`config.mk`:
```
export PLATFORM = sky130hd
export DESIGN_NAME = nand_phase_seq
export DESIGN_NICKNAME = d
export VERILOG_FILES = /design/src/rtl/nand_seq_pkg.sv /design/src/rtl/nand_strobe_timer.sv /design/src/rtl/nand_ready_wait.sv /design/src/rtl/nand_phase_seq.sv
export SDC_FILE = /design/constraint.sdc
export NUM_CORES = 1
export LEC_CHECK = 0
export ABC_AREA = 1
export BUFFER_PORTS_ARGS = -buffer_cell sky130_fd_sc_hd__buf_2
export CAP_MARGIN = 20
export CORE_UTILIZATION = 46
export CTS_BUF_LIST = sky130_fd_sc_hd__clkbuf_4
export CTS_CLUSTER_SIZE = 20
export DETAILED_ROUTE_END_ITERATION = 16
export GPL_ROUTABILITY_DRIVEN = 1
export PLACE_DENSITY = 0.65
export SLEW_MARGIN = 20
export SYNTH_ARGS = -nofsm -noshare
export SYNTH_HDL_FRONTEND = slang
export SYNTH_SLANG_ARGS = --single-unit
```
`constraint.sdc`:
```
create_clock -name clk -period 4.5 [get_ports clk]
set_input_delay 0.9 -clock clk [delete_from_list [all_inputs] [get_ports clk]]
set_output_delay 0.9 -clock clk [all_outputs]
set_load 0.03 [all_outputs]
```
`src/rtl/nand_seq_pkg.sv`:
```
package nand_seq_pkg;

    localparam int ADDR_W    = 32;
    localparam int PHASE_BIT = 19;
    localparam int ENDV_BIT  = 20;
    localparam int REL_BIT   = 21;
    localparam int LAST_BIT  = 10;
    localparam int CHIP_LSB  = 24;

    typedef enum logic [2:0] {
        S_IDLE, S_START, S_ADDR, S_WORD2, S_DATA, S_END, S_BUSY, S_FIN
    } seq_state_t;

    typedef enum logic [1:0] {
        T_IDLE, T_SETUP, T_LOW, T_HIGH
    } strobe_phase_t;

    typedef struct packed {
        logic [7:0] start_cmd;
        logic [7:0] end_cmd;
        logic       end_valid;
        logic [2:0] naddr;
        logic       release_ce;
        logic       ecc_last;
    } access_t;

    function automatic logic is_data_phase(logic [ADDR_W-1:0] a);
        return a[PHASE_BIT];
    endfunction

    function automatic access_t decode_access(logic [ADDR_W-1:0] a);
        access_t r;
        r.start_cmd  = a[10:3];
        r.end_cmd    = a[18:11];
        r.end_valid  = a[ENDV_BIT];
        r.naddr      = a[PHASE_BIT] ? 3'd0 : a[23:21];
        r.release_ce = a[PHASE_BIT] & a[REL_BIT];
        r.ecc_last   = a[PHASE_BIT] & a[LAST_BIT];
        return r;
    endfunction

endpackage

```
`src/rtl/nand_strobe_timer.sv`:
```
module nand_strobe_timer
    import nand_seq_pkg::*;
#(
    parameter int LOW_CYC  = 2,
    parameter int HIGH_CYC = 2
) (
    input  logic clk,
    input  logic rst,
    input  logic start,
    output logic strobe_low,
    output logic sample,
    output logic done
);
    localparam int MAXC = (LOW_CYC > HIGH_CYC) ? LOW_CYC : HIGH_CYC;
    localparam int CW   = $clog2(MAXC + 1);

    strobe_phase_t phase;
    logic [CW-1:0] cnt;

    always_ff @(posedge clk) begin
        if (rst) begin
            phase <= T_IDLE;
            cnt   <= '0;
        end else begin
            case (phase)
                T_IDLE:  if (start) phase <= T_SETUP;
                T_SETUP: begin
                    phase <= T_LOW;
                    cnt   <= CW'(LOW_CYC - 1);
                end
                T_LOW: begin
                    if (cnt == '0) begin
                        phase <= T_HIGH;
                        cnt   <= CW'(HIGH_CYC - 1);
                    end else begin
                        cnt <= cnt - 1'b1;
                    end
                end
                default: begin
                    if (cnt == '0) phase <= T_IDLE;
                    else           cnt   <= cnt - 1'b1;
                end
            endcase
        end
    end

    assign strobe_low = (phase == T_LOW);
    assign sample     = (phase == T_LOW)  && (cnt == '0);
    assign done       = (phase == T_HIGH) && (cnt == '0);

    // a new strobe may only be launched once the previous one has finished
    assert_launch_when_idle_R9: assert property (@(posedge clk) disable iff (rst)
        start |-> (phase == T_IDLE));

endmodule

```
`src/rtl/nand_ready_wait.sv`:
```
module nand_ready_wait #(
    parameter int MIN_WAIT = 2,
    parameter int LIMIT    = 1000
) (
    input  logic clk,
    input  logic rst,
    input  logic start,
    input  logic rdy,
    output logic done,
    output logic expired
);
    localparam int CW = $clog2(LIMIT + 1);

    logic          active;
    logic [CW-1:0] cnt;
    logic          ready_seen;
    logic          at_limit;

    assign ready_seen = (cnt >= CW'(MIN_WAIT)) && rdy;
    assign at_limit   = (cnt == CW'(LIMIT - 1));
    assign done       = active && (ready_seen || at_limit);
    assign expired    = active && at_limit && !ready_seen;

    always_ff @(posedge clk) begin
        if (rst) begin
            active <= 1'b0;
            cnt    <= '0;
        end else if (start) begin
            active <= 1'b1;
            cnt    <= '0;
        end else if (active) begin
            if (done) active <= 1'b0;
            else      cnt    <= cnt + 1'b1;
        end
    end

    assert_expire_only_busy_R10: assert property (@(posedge clk) disable iff (rst)
        expired |-> !rdy || (cnt < CW'(MIN_WAIT)));

endmodule

```
`src/rtl/nand_phase_seq.sv`:
```
module nand_phase_seq
    import nand_seq_pkg::*;
#(
    parameter int NUM_CE  = 4,
    parameter int T_LOW   = 2,
    parameter int T_HIGH  = 2,
    parameter int WB_MIN  = 2,
    parameter int TIMEOUT = 1000
) (
    input  logic              clk,
    input  logic              rst,
    input  logic              req_valid,
    output logic              req_ready,
    input  logic              req_write,
    input  logic [31:0]       req_addr,
    input  logic [31:0]       req_wdata,
    output logic              rsp_valid,
    output logic [7:0]        rsp_rdata,
    output logic              nand_cle,
    output logic              nand_ale,
    output logic [NUM_CE-1:0] nand_ce_n,
    output logic              nand_we_n,
    output logic              nand_re_n,
    output logic [7:0]        nand_io_out,
    output logic              nand_io_oe,
    input  logic [7:0]        nand_io_in,
    input  logic              nand_rdy,
    output logic              ecc_valid,
    output logic [7:0]        ecc_byte,
    output logic              ecc_last,
    output logic              busy_timeout
);
    localparam int SELW = (NUM_CE > 1) ? $clog2(NUM_CE) : 1;

    seq_state_t      state;
    access_t         acc;
    logic            go;
    logic            is_write;
    logic [7:0]      wbyte;
    logic [31:0]     addr_word;
    logic [2:0]      addr_idx;
    logic [7:0]      rd_byte;
    logic [SELW-1:0] ce_sel;
    logic            ce_active;

    logic t_low, t_sample, t_done;
    logic w_done, w_expired;
    logic reading;

    logic unused_addr_bits;
    assign unused_addr_bits = ^{req_addr[2:0], req_addr[31:CHIP_LSB+SELW]};

    nand_strobe_timer #(.LOW_CYC(T_LOW), .HIGH_CYC(T_HIGH)) u_strobe (
        .clk(clk), .rst(rst),
        .start(go && (state != S_BUSY)),
        .strobe_low(t_low), .sample(t_sample), .done(t_done)
    );

    nand_ready_wait #(.MIN_WAIT(WB_MIN), .LIMIT(TIMEOUT)) u_wait (
        .clk(clk), .rst(rst),
        .start(go && (state == S_BUSY)),
        .rdy(nand_rdy), .done(w_done), .expired(w_expired)
    );

    always_ff @(posedge clk) begin
        if (rst) begin
            state        <= S_IDLE;
            acc          <= '0;
            go           <= 1'b0;
            is_write     <= 1'b0;
            wbyte        <= '0;
            addr_word    <= '0;
            addr_idx     <= '0;
            rd_byte      <= '0;
            ce_sel       <= '0;
            ce_active    <= 1'b0;
            rsp_valid    <= 1'b0;
            rsp_rdata    <= '0;
            ecc_valid    <= 1'b0;
            ecc_byte     <= '0;
            ecc_last     <= 1'b0;
            busy_timeout <= 1'b0;
        end else begin
            go           <= 1'b0;
            rsp_valid    <= 1'b0;
            ecc_valid    <= 1'b0;
            ecc_last     <= 1'b0;
            busy_timeout <= 1'b0;
            case (state)
                S_IDLE: if (req_valid) begin
                    acc       <= decode_access(req_addr);
                    is_write  <= req_write;
                    wbyte     <= req_wdata[7:0];
                    addr_word <= req_wdata;
                    addr_idx  <= '0;
                    ce_sel    <= req_addr[CHIP_LSB +: SELW];
                    ce_active <= 1'b1;
                    go        <= 1'b1;
                    state     <= is_data_phase(req_addr) ? S_DATA : S_START;
                end
                S_START: if (t_done) begin
                    if (acc.naddr != 3'd0) begin
                        state <= S_ADDR;
                        go    <= 1'b1;
                    end else if (acc.end_valid) begin
                        state <= S_END;
                        go    <= 1'b1;
                    end else begin
                        state <= S_FIN;
                    end
                end
                S_ADDR: if (t_done) begin
                    addr_idx  <= addr_idx + 3'd1;
                    addr_word <= addr_word >> 8;
                    if (addr_idx + 3'd1 == acc.naddr) begin
                        state <= acc.end_valid ? S_END : S_FIN;
                        go    <= acc.end_valid;
                    end else if (addr_idx == 3'd3) begin
                        state <= S_WORD2;
                    end else begin
                        go <= 1'b1;
                    end
                end
                S_WORD2: if (req_valid) begin
                    addr_word <= req_wdata;
                    state     <= S_ADDR;
                    go        <= 1'b1;
                end
                S_DATA: begin
                    if (t_sample && !is_write) rd_byte <= nand_io_in;
                    if (t_done) begin
                        ecc_valid <= 1'b1;
                        ecc_byte  <= is_write ? wbyte : rd_byte;
                        ecc_last  <= acc.ecc_last;
                        if (!is_write) begin
                            rsp_valid <= 1'b1;
                            rsp_rdata <= rd_byte;
                        end
                        state <= acc.end_valid ? S_END : S_FIN;
                        go    <= acc.end_valid;
                    end
                end
                S_END: if (t_done) begin
                    state <= S_BUSY;
                    go    <= 1'b1;
                end
                S_BUSY: if (w_done) begin
                    busy_timeout <= w_expired;
                    state        <= S_FIN;
                end
                default: begin
                    if (acc.release_ce) ce_active <= 1'b0;
                    state <= S_IDLE;
                end
            endcase
        end
    end

    assign reading     = (state == S_DATA) && !is_write;
    assign req_ready   = (state == S_IDLE) || (state == S_WORD2);
    assign nand_cle    = (state == S_START) || (state == S_END);
    assign nand_ale    = (state == S_ADDR);
    assign nand_we_n   = !(t_low && !reading);
    assign nand_re_n   = !(t_low && reading);
    assign nand_io_oe  = nand_cle || nand_ale || ((state == S_DATA) && is_write);

    always_comb begin
        case (state)
            S_START: nand_io_out = acc.start_cmd;
            S_END:   nand_io_out = acc.end_cmd;
            S_ADDR:  nand_io_out = addr_word[7:0];
            default: nand_io_out = wbyte;
        endcase
    end

    for (genvar i = 0; i < NUM_CE; i++) begin : g_ce
        assign nand_ce_n[i] = !(ce_active && (ce_sel == SELW'(i)));
    end

    assert_one_chip_R7: assert property (@(posedge clk) disable iff (rst)
        $onehot0(~nand_ce_n));

    assert_strobe_has_chip_R7: assert property (@(posedge clk) disable iff (rst)
        (!nand_we_n || !nand_re_n) |-> ($countones(~nand_ce_n) == 1));

    assert_setup_before_fall_R9: assert property (@(posedge clk) disable iff (rst)
        $fell(nand_we_n) |-> ($stable(nand_io_out) && $stable(nand_cle) && $stable(nand_ale)));

    assert_latches_exclusive_R5: assert property (@(posedge clk) disable iff (rst)
        !(nand_cle && nand_ale));

    assert_no_dual_strobe_R6: assert property (@(posedge clk) disable iff (rst)
        !(!nand_we_n && !nand_re_n));

    assert_last_with_valid_R8: assert property (@(posedge clk) disable iff (rst)
        ecc_last |-> ecc_valid);

endmodule

```
# Yosys cells after proc, flatten, opt, wreduce, memory -nomap -nowiden
# Cells that the tools add are included.
# word_totals
regBits	116
latch_bits	0
ram_bits	0
mem_bits_ro	0
inputBits	77
out_inout_bits	38
word_cells	169
n_memories	0
# classes
add_sub_neg	3
multipliers	0
div	0
order_cmp	1
n_eq_ne	28
shifts	0
muxes	46
n_bitwise	9
n_reduce_logical	57
# op_table
op	count
two-way mux 32 bit	2
one-hot mux 32 bit (2 select lines)	1
two-way mux 3 bit	14
one-hot mux 8 bit (3 select lines)	1
one-hot mux 3 bit (7 select lines)	1
logical AND 1 bit	17
two-way mux 1 bit	15
AND reduction 3 bit	5
two-way mux 2 bit	6
one-hot mux 2 bit (3 select lines)	2
adder 10 x 1 -> 10 bit (second input constant)	1
== test 10 bit (second input constant)	1
greater-or-equal comparator 10 x 2 -> 1 bit (second input constant)	1
!= test 2 x 1 -> 1 bit (second input constant)	5
!= test 2 bit (second input constant)	5
AND reduction 2 bit	5
== test 3 x 2 -> 1 bit (second input constant)	3
== test 3 bit (second input constant)	3
logical NOT 1 bit	9
== test 2 bit (second input constant)	4
two-way mux 8 bit	1
AND reduction 8 bit	1
inverter 1 bit	7
logical NOT 2 bit	3
18 further kinds	31

# Longest topological paths before layout
# depth
word_depth	7
mapped_depth	12
mapped_depth_nobuf	12

# Cells and area by module
# Synthesis repeated with hierarchy kept, for this count alone.
# hier_totals
cells_unflattened	745
hier_area_um2	5382.7
# by_module_without_submodules
mod	instances	cells_each	area_per_inst_um2	seq_area_each_um2
nand_phase_seq	1	582	4295.4	2021.9
nand_ready_wait	1	108	747.0	220.2
nand_strobe_timer	1	55	340.3	80.1

# Least setup slack after synthesis
# Ideal clock, no wire load.
# synth_timing
kind	reg-to-output
start	reg state[0]
end	out nand_io_out[2]
t_arrival_ns	1.833
required_ns	3.600
path_slack_ns	1.767
path_stages_with_launch	5
n_path_buf	0
path_cell_list	dfxtp_1 inv_2 nor2_1 nand2_1 o2111ai_1
# synth_via
elab_chain_len	2
elab_cells_between_ends	4
classes_between	eq/ne (3); mux (1)
# synth_rtl
element	line	source
start: declaration	nand_phase_seq.sv:35	seq_state_t state;
start signal: assignment	nand_phase_seq.sv:99	state <= is_data_phase(req_addr) ? S_DATA : S_START;
start signal: assignment	nand_phase_seq.sv:116	state <= acc.end_valid ? S_END : S_FIN;
start signal: assignment	nand_phase_seq.sv:139	state <= acc.end_valid ? S_END : S_FIN;
== test 3 x 2 -> 1 bit (tied with other cells)	nand_phase_seq.sv:168	case (state)
one-hot mux 8 bit (3 select lines) (*)	nand_phase_seq.sv:168	
end: declaration	nand_phase_seq.sv:24	output logic [7:0] nand_io_out,
# Mark *: on every way between the ends. The rest lies on a longest branch, timed or not.

# Worst setup path in the final report
# layout_timing
start	reg state[2]
end	out req_ready
# layout_via
elab_chain_len	2
elab_cells_between_ends	3
classes_between	eq/ne (1); reduce/logical (2)
# layout_rtl
element	line	source
== test 3 x 2 -> 1 bit or logical NOT 3 bit (tied branches)	nand_phase_seq.sv:160	assign req_ready = (state == S_IDLE) || (state == S_WORD2);
logical OR 1 bit (*)	nand_phase_seq.sv:160	
end: declaration	nand_phase_seq.sv:13	output logic req_ready,
# Marked as above.

==> flow_summary.html <==
<table>
<tr><th>Metric</th><th>Value</th></tr>
<tr><th colspan="2">Outcome</th></tr>
<tr><td>Outcome</td><td>finished clean</td></tr>
<tr><th colspan="2">STA</th></tr>
<tr><td>Pins Over Slew Limit</td><td>0</td></tr>
<tr><td>Final setup violation count</td><td>0</td></tr>
<tr><td>Time the worst path needs with I/O delays and setup</td><td>3290 ps</td></tr>
<tr><td>Final critical-path share of the clock period</td><td>0.731</td></tr>
<tr><td>Layout Skew</td><td>12.3 ps</td></tr>
<tr><td>Final critical-path setup slack</td><td>1210 ps</td></tr>
<tr><td>Upper clock frequency limit</td><td>304 MHz</td></tr>
<tr><td>Tightest slew margin relative to the limit</td><td>0.431</td></tr>
<tr><td>Total Negative Setup Slacks</td><td>0 ps</td></tr>
<tr><td>Unrepaired setup endpoints after global routing</td><td>false</td></tr>
<tr><td>Endpoints failing hold</td><td>0</td></tr>
<tr><td>Worst Tran Pin Value</td><td>852 ps</td></tr>
<tr><th colspan="2">Route</th></tr>
<tr><td>Drt pass-1 iters</td><td>5</td></tr>
<tr><td>Number of nets with antenna violations after routing</td><td>0</td></tr>
<tr><td>Residual DRC count</td><td>0</td></tr>
<tr><td>Routed via count divided by cell count</td><td>5.26</td></tr>
<tr><td>Average wire per standard cell</td><td>13.8 um</td></tr>
<tr><td>Total wire length</td><td>13000 um</td></tr>
<tr><td>DRT iter0 DRCs</td><td>349</td></tr>
<tr><td>Routed vias</td><td>4952</td></tr>
<tr><th colspan="2">Logic synthesis</th></tr>
<tr><td>Compound-gate portion of the synthesized area</td><td>0.234</td></tr>
<tr><td>Total nets after synthesis</td><td>787</td></tr>
<tr><td>Share of synthesized flip-flops with an asynchronous set or reset</td><td>0</td></tr>
<tr><td>Mux share of post-synthesis cell area</td><td>0</td></tr>
<tr><td>Mean area per synthesized cell</td><td>7.42 um2</td></tr>
<tr><td>Adder and majority gate portion of the synthesized area</td><td>0.0265</td></tr>
<tr><td>Fraction of the mapped netlist area in simple logic gates</td><td>0.194</td></tr>
<tr><td>Post-synth top area share</td><td>0.448</td></tr>
<tr><td>Synthesized instance count</td><td>699</td></tr>
<tr><td>Mapped Area</td><td>5190 um2</td></tr>
<tr><td>Number of library cell types mapped by synthesis</td><td>34</td></tr>
<tr><td>Number of enable flip-flop cells after synthesis</td><td>0</td></tr>
<tr><td>Prevailing post-synth register cell</td><td>sky130_fd_sc_hd__dfxtp_1</td></tr>
<tr><td>Leading cell types by total area after synthesis</td><td>sky130_fd_sc_hd__dfxtp_1, sky130_fd_sc_hd__o21ai_0, sky130_fd_sc_hd__a21oi_1</td></tr>
<tr><td>Cell type contributing the most total cell area after synthesis</td><td>sky130_fd_sc_hd__dfxtp_1</td></tr>
<tr><td>Register bit total from synthesis</td><td>116</td></tr>
<tr><td>Combinational family with the most area after synthesis</td><td>compound AO/OA/AOI/OAI gates</td></tr>
<tr><td>Yosys warning count</td><td>0</td></tr>
<tr><td>Post-Synth XOR/XNOR Area</td><td>0.00169</td></tr>
<tr><td>Share of the yosys chip area belonging to registers</td><td>0.448</td></tr>
<tr><th colspan="2">Die</th></tr>
<tr><td>Starting density of the core</td><td>0.474</td></tr>
<tr><td>Number of cell rows</td><td>38</td></tr>
<tr><td>Die area</td><td>11700 um2</td></tr>
<tr><td>Core Region</td><td>10900 um2</td></tr>
<tr><td>Overall die width</td><td>108 um</td></tr>
<tr><td>Die height</td><td>108 um</td></tr>
<tr><td>Number of primary I/O pins</td><td>115</td></tr>
<tr><th colspan="2">Critical path</th></tr>
<tr><td>Critical Path RT</td><td>3600 ps</td></tr>
<tr><td>Critical path startpoint category</td><td>register</td></tr>
<tr><td>Arrival time of data at the critical path endpoint</td><td>2390 ps</td></tr>
<tr><td>Worst setup path startpoint</td><td>state[2]$_SDFFE_PP0P_</td></tr>
<tr><td>Max stage delay cell, worst path</td><td>sky130_fd_sc_hd__nand2_4</td></tr>
<tr><td>Crit-path max cell delay</td><td>550 ps</td></tr>
<tr><td>Kind of capture point of the worst setup path</td><td>output port</td></tr>
<tr><td>Startpoint of the most critical register-to-register path</td><td>state[2]$_SDFFE_PP0P_</td></tr>
<tr><td>Kind of critical path</td><td>register to output port</td></tr>
<tr><td>Biggest fanout along the worst timing path</td><td>36</td></tr>
<tr><td>Cells traversed along the worst timing path</td><td>inv_2 -&gt; nand3_2 -&gt; nand2_4 -&gt; buf_2</td></tr>
<tr><th colspan="2">GRT</th></tr>
<tr><td>Vias in the first global route</td><td>4416</td></tr>
<tr><td>Global route total overflow</td><td>0</td></tr>
<tr><td>Maximum number of pins on one net before global-route repair</td><td>59</td></tr>
<tr><td>Wire length of the first global-routing pass</td><td>21000 um</td></tr>
<tr><td>GR Util All Layers</td><td>0.234</td></tr>
<tr><td>Initial antenna violation count</td><td>2</td></tr>
<tr><th colspan="2">Pwr</th></tr>
<tr><td>Leakage Power</td><td>0.00253 uW</td></tr>
<tr><td>Worst IR Drop VDD</td><td>0.000310 V</td></tr>
<tr><td>Power density over the cells</td><td>559 nW/um2</td></tr>
<tr><td>Overall power</td><td>3340 uW</td></tr>
<tr><th colspan="2">Min path</th></tr>
<tr><td>Kind of path behind the tightest hold check</td><td>register to register</td></tr>
<tr><td>Launch instance of the worst min-delay path</td><td>acc[1]$_SDFFE_PP0P_</td></tr>
<tr><th colspan="2">Placement</th></tr>
<tr><td>Placed wire-length estimate</td><td>9050 um</td></tr>
<tr><td>Post-place setup slack</td><td>1800 ps</td></tr>
<tr><td>Number of instances in the placed design</td><td>910</td></tr>
<tr><td>IO buf count</td><td>105</td></tr>
<tr><td>Placer Congestion</td><td>0.900</td></tr>
<tr><th colspan="2">Cells and area</th></tr>
<tr><td>Highest-count cells in the layout ignoring fill and taps</td><td>sky130_fd_sc_hd__dfxtp_1, sky130_fd_sc_hd__buf_2, sky130_fd_sc_hd__nand2_1, sky130_fd_sc_hd__o21ai_0, sky130_fd_sc_hd__inv_1</td></tr>
<tr><td>Share of post-route cells with drive strength above 1</td><td>0.190</td></tr>
<tr><td>Fin cells</td><td>942</td></tr>
<tr><td>Nets</td><td>877</td></tr>
<tr><td>N_diodes</td><td>0</td></tr>
<tr><td>Area growth, synth to finish</td><td>15.0%</td></tr>
<tr><td>Commonest non-fill, non-tap cell in the layout</td><td>sky130_fd_sc_hd__dfxtp_1</td></tr>
<tr><th colspan="2">Clock tree</th></tr>
<tr><td>Maximum clock insertion buffer count</td><td>2</td></tr>
<tr><td>Cell at the root of the clock tree</td><td>sky130_fd_sc_hd__clkbuf_4</td></tr>
<tr><td>Clock latency on the worst-skew pair</td><td>520 ps</td></tr>
<tr><td>Hold Buf Count CTS</td><td>0</td></tr>
<tr><td>Sink Count</td><td>116</td></tr>
<tr><td>Number of post-CTS setup repair buffers</td><td>0</td></tr>
<tr><td>H-tree levels</td><td>4</td></tr>
<tr><td>CTS tree</td><td>built</td></tr>
<tr><td>Total clock buffers created by CTS</td><td>17</td></tr>
<tr><td>Clk slew on worst S/H paths</td><td>100 ps</td></tr>
<tr><td>Post-CTS sizing</td><td>0</td></tr>
<tr><th colspan="2">Job</th></tr>
<tr><td>Total of max-cap violations</td><td>0</td></tr>
</table>
==> cells in the mapped netlist, types with 3 or more instances <==
library cell                  n
sky130_fd_sc_hd__a21oi_1     73
sky130_fd_sc_hd__a221o_1      4
sky130_fd_sc_hd__a221oi_1     8
sky130_fd_sc_hd__a31oi_1     27
sky130_fd_sc_hd__buf_2        8
sky130_fd_sc_hd__buf_6        3
sky130_fd_sc_hd__clkbuf_1    20
sky130_fd_sc_hd__dfxtp_1    116
sky130_fd_sc_hd__ha_1        11
sky130_fd_sc_hd__inv_1       79
sky130_fd_sc_hd__inv_2        7
sky130_fd_sc_hd__nand2_1     95
sky130_fd_sc_hd__nand2_4      3
sky130_fd_sc_hd__nand3_1     54
sky130_fd_sc_hd__nand4_1      4
sky130_fd_sc_hd__nor2_1      58
sky130_fd_sc_hd__nor2_2       3
sky130_fd_sc_hd__nor3_1       5
sky130_fd_sc_hd__o2111ai_1    3
sky130_fd_sc_hd__o21ai_0     88
sky130_fd_sc_hd__o21ai_1      9
sky130_fd_sc_hd__o22ai_1      4
==> critical path, delay by kind of cell (launching register included) <==
kind | cells | cell delay [ps]
flip-flops | 1 | 330
AND/OR/NAND/NOR | 2 | 1060
buffers and inverters | 2 | 470
==> power by group <==
group	internal (uW)	total, uW	switching, uW
clock	281	671	390
combinational	377	1280	899
sequential	1270	1390	124
total	1930	3340	1410
==> final timing paths <==
kind / to / slack [ps] / cells after the start
setup reg to reg: addr_word[30]$_SDFFE_PP0P_ / 1830 / 9
hold reg to reg: ce_active$_SDFFE_PP0P_ / 440 / 1
setup / recovery: req_ready / 1210 / 4
hold / removal: ce_active$_SDFFE_PP0P_ / 440 / 1
==> layer usage <==
| layer | up-vias | global-route usage | wire length (um) |
|---|---|---|---|
| li1 | 2543 | - | - |
| met1 | 2222 | 0.309 | 6250 |
| met4 | 2 | 0.104 | 211 |
| met2 | 163 | 0.359 | 5650 |
| met5 | - | 0 | 10 |
| met3 | 22 | 0.0603 | 843 |
==> stage by stage <==
step            util  cell area (um2)  hold WS, ps
6_report       0.546             5970          442
5_1_grt        0.546             5970          465
4_1_cts        0.546             5970          448
3_5_place_dp   0.524             5730          434
3_3_place_gp   0.524             5730          431
2_1_floorplan      -             5190          406
==> cells by family (layout without fill, tap and decap cells) <==
kind of cell,after synthesis,count (layout)
DFF,116,116
adders and majority gates,11,11
and+or+nand+nor,229,229
buffers and inverters,122,225
xor gates and xnor gates,1,1
AOI/OAI and AO/OA,220,220
==> cell type report <==
class                   count  area (um2)
multi-input cells         461        2370
well taps                 140         175
flip-flops and latches    116        2320
clock buffers              20         150
repair buffers            107         541
fillers                  1085        4970
clock inverters            12        90.1
inverters                  86         323
==> registers in the layout, summed over array words and instances (netlist names) <==
name            cells
acc                22
rsp_rdata           8
busy_timeout        1
rsp_valid           1
addr_word          32
u_strobe.cnt        2
ce_active           1
rd_byte             8
state               3
ce_sel              2
u_wait.cnt         10
wbyte               8
ecc_last            1
ecc_valid           1
go                  1
addr_idx            3
u_wait.active       1
ecc_byte            8
u_strobe.phase      2
is_write            1
(Power assumes the default switching activity.)
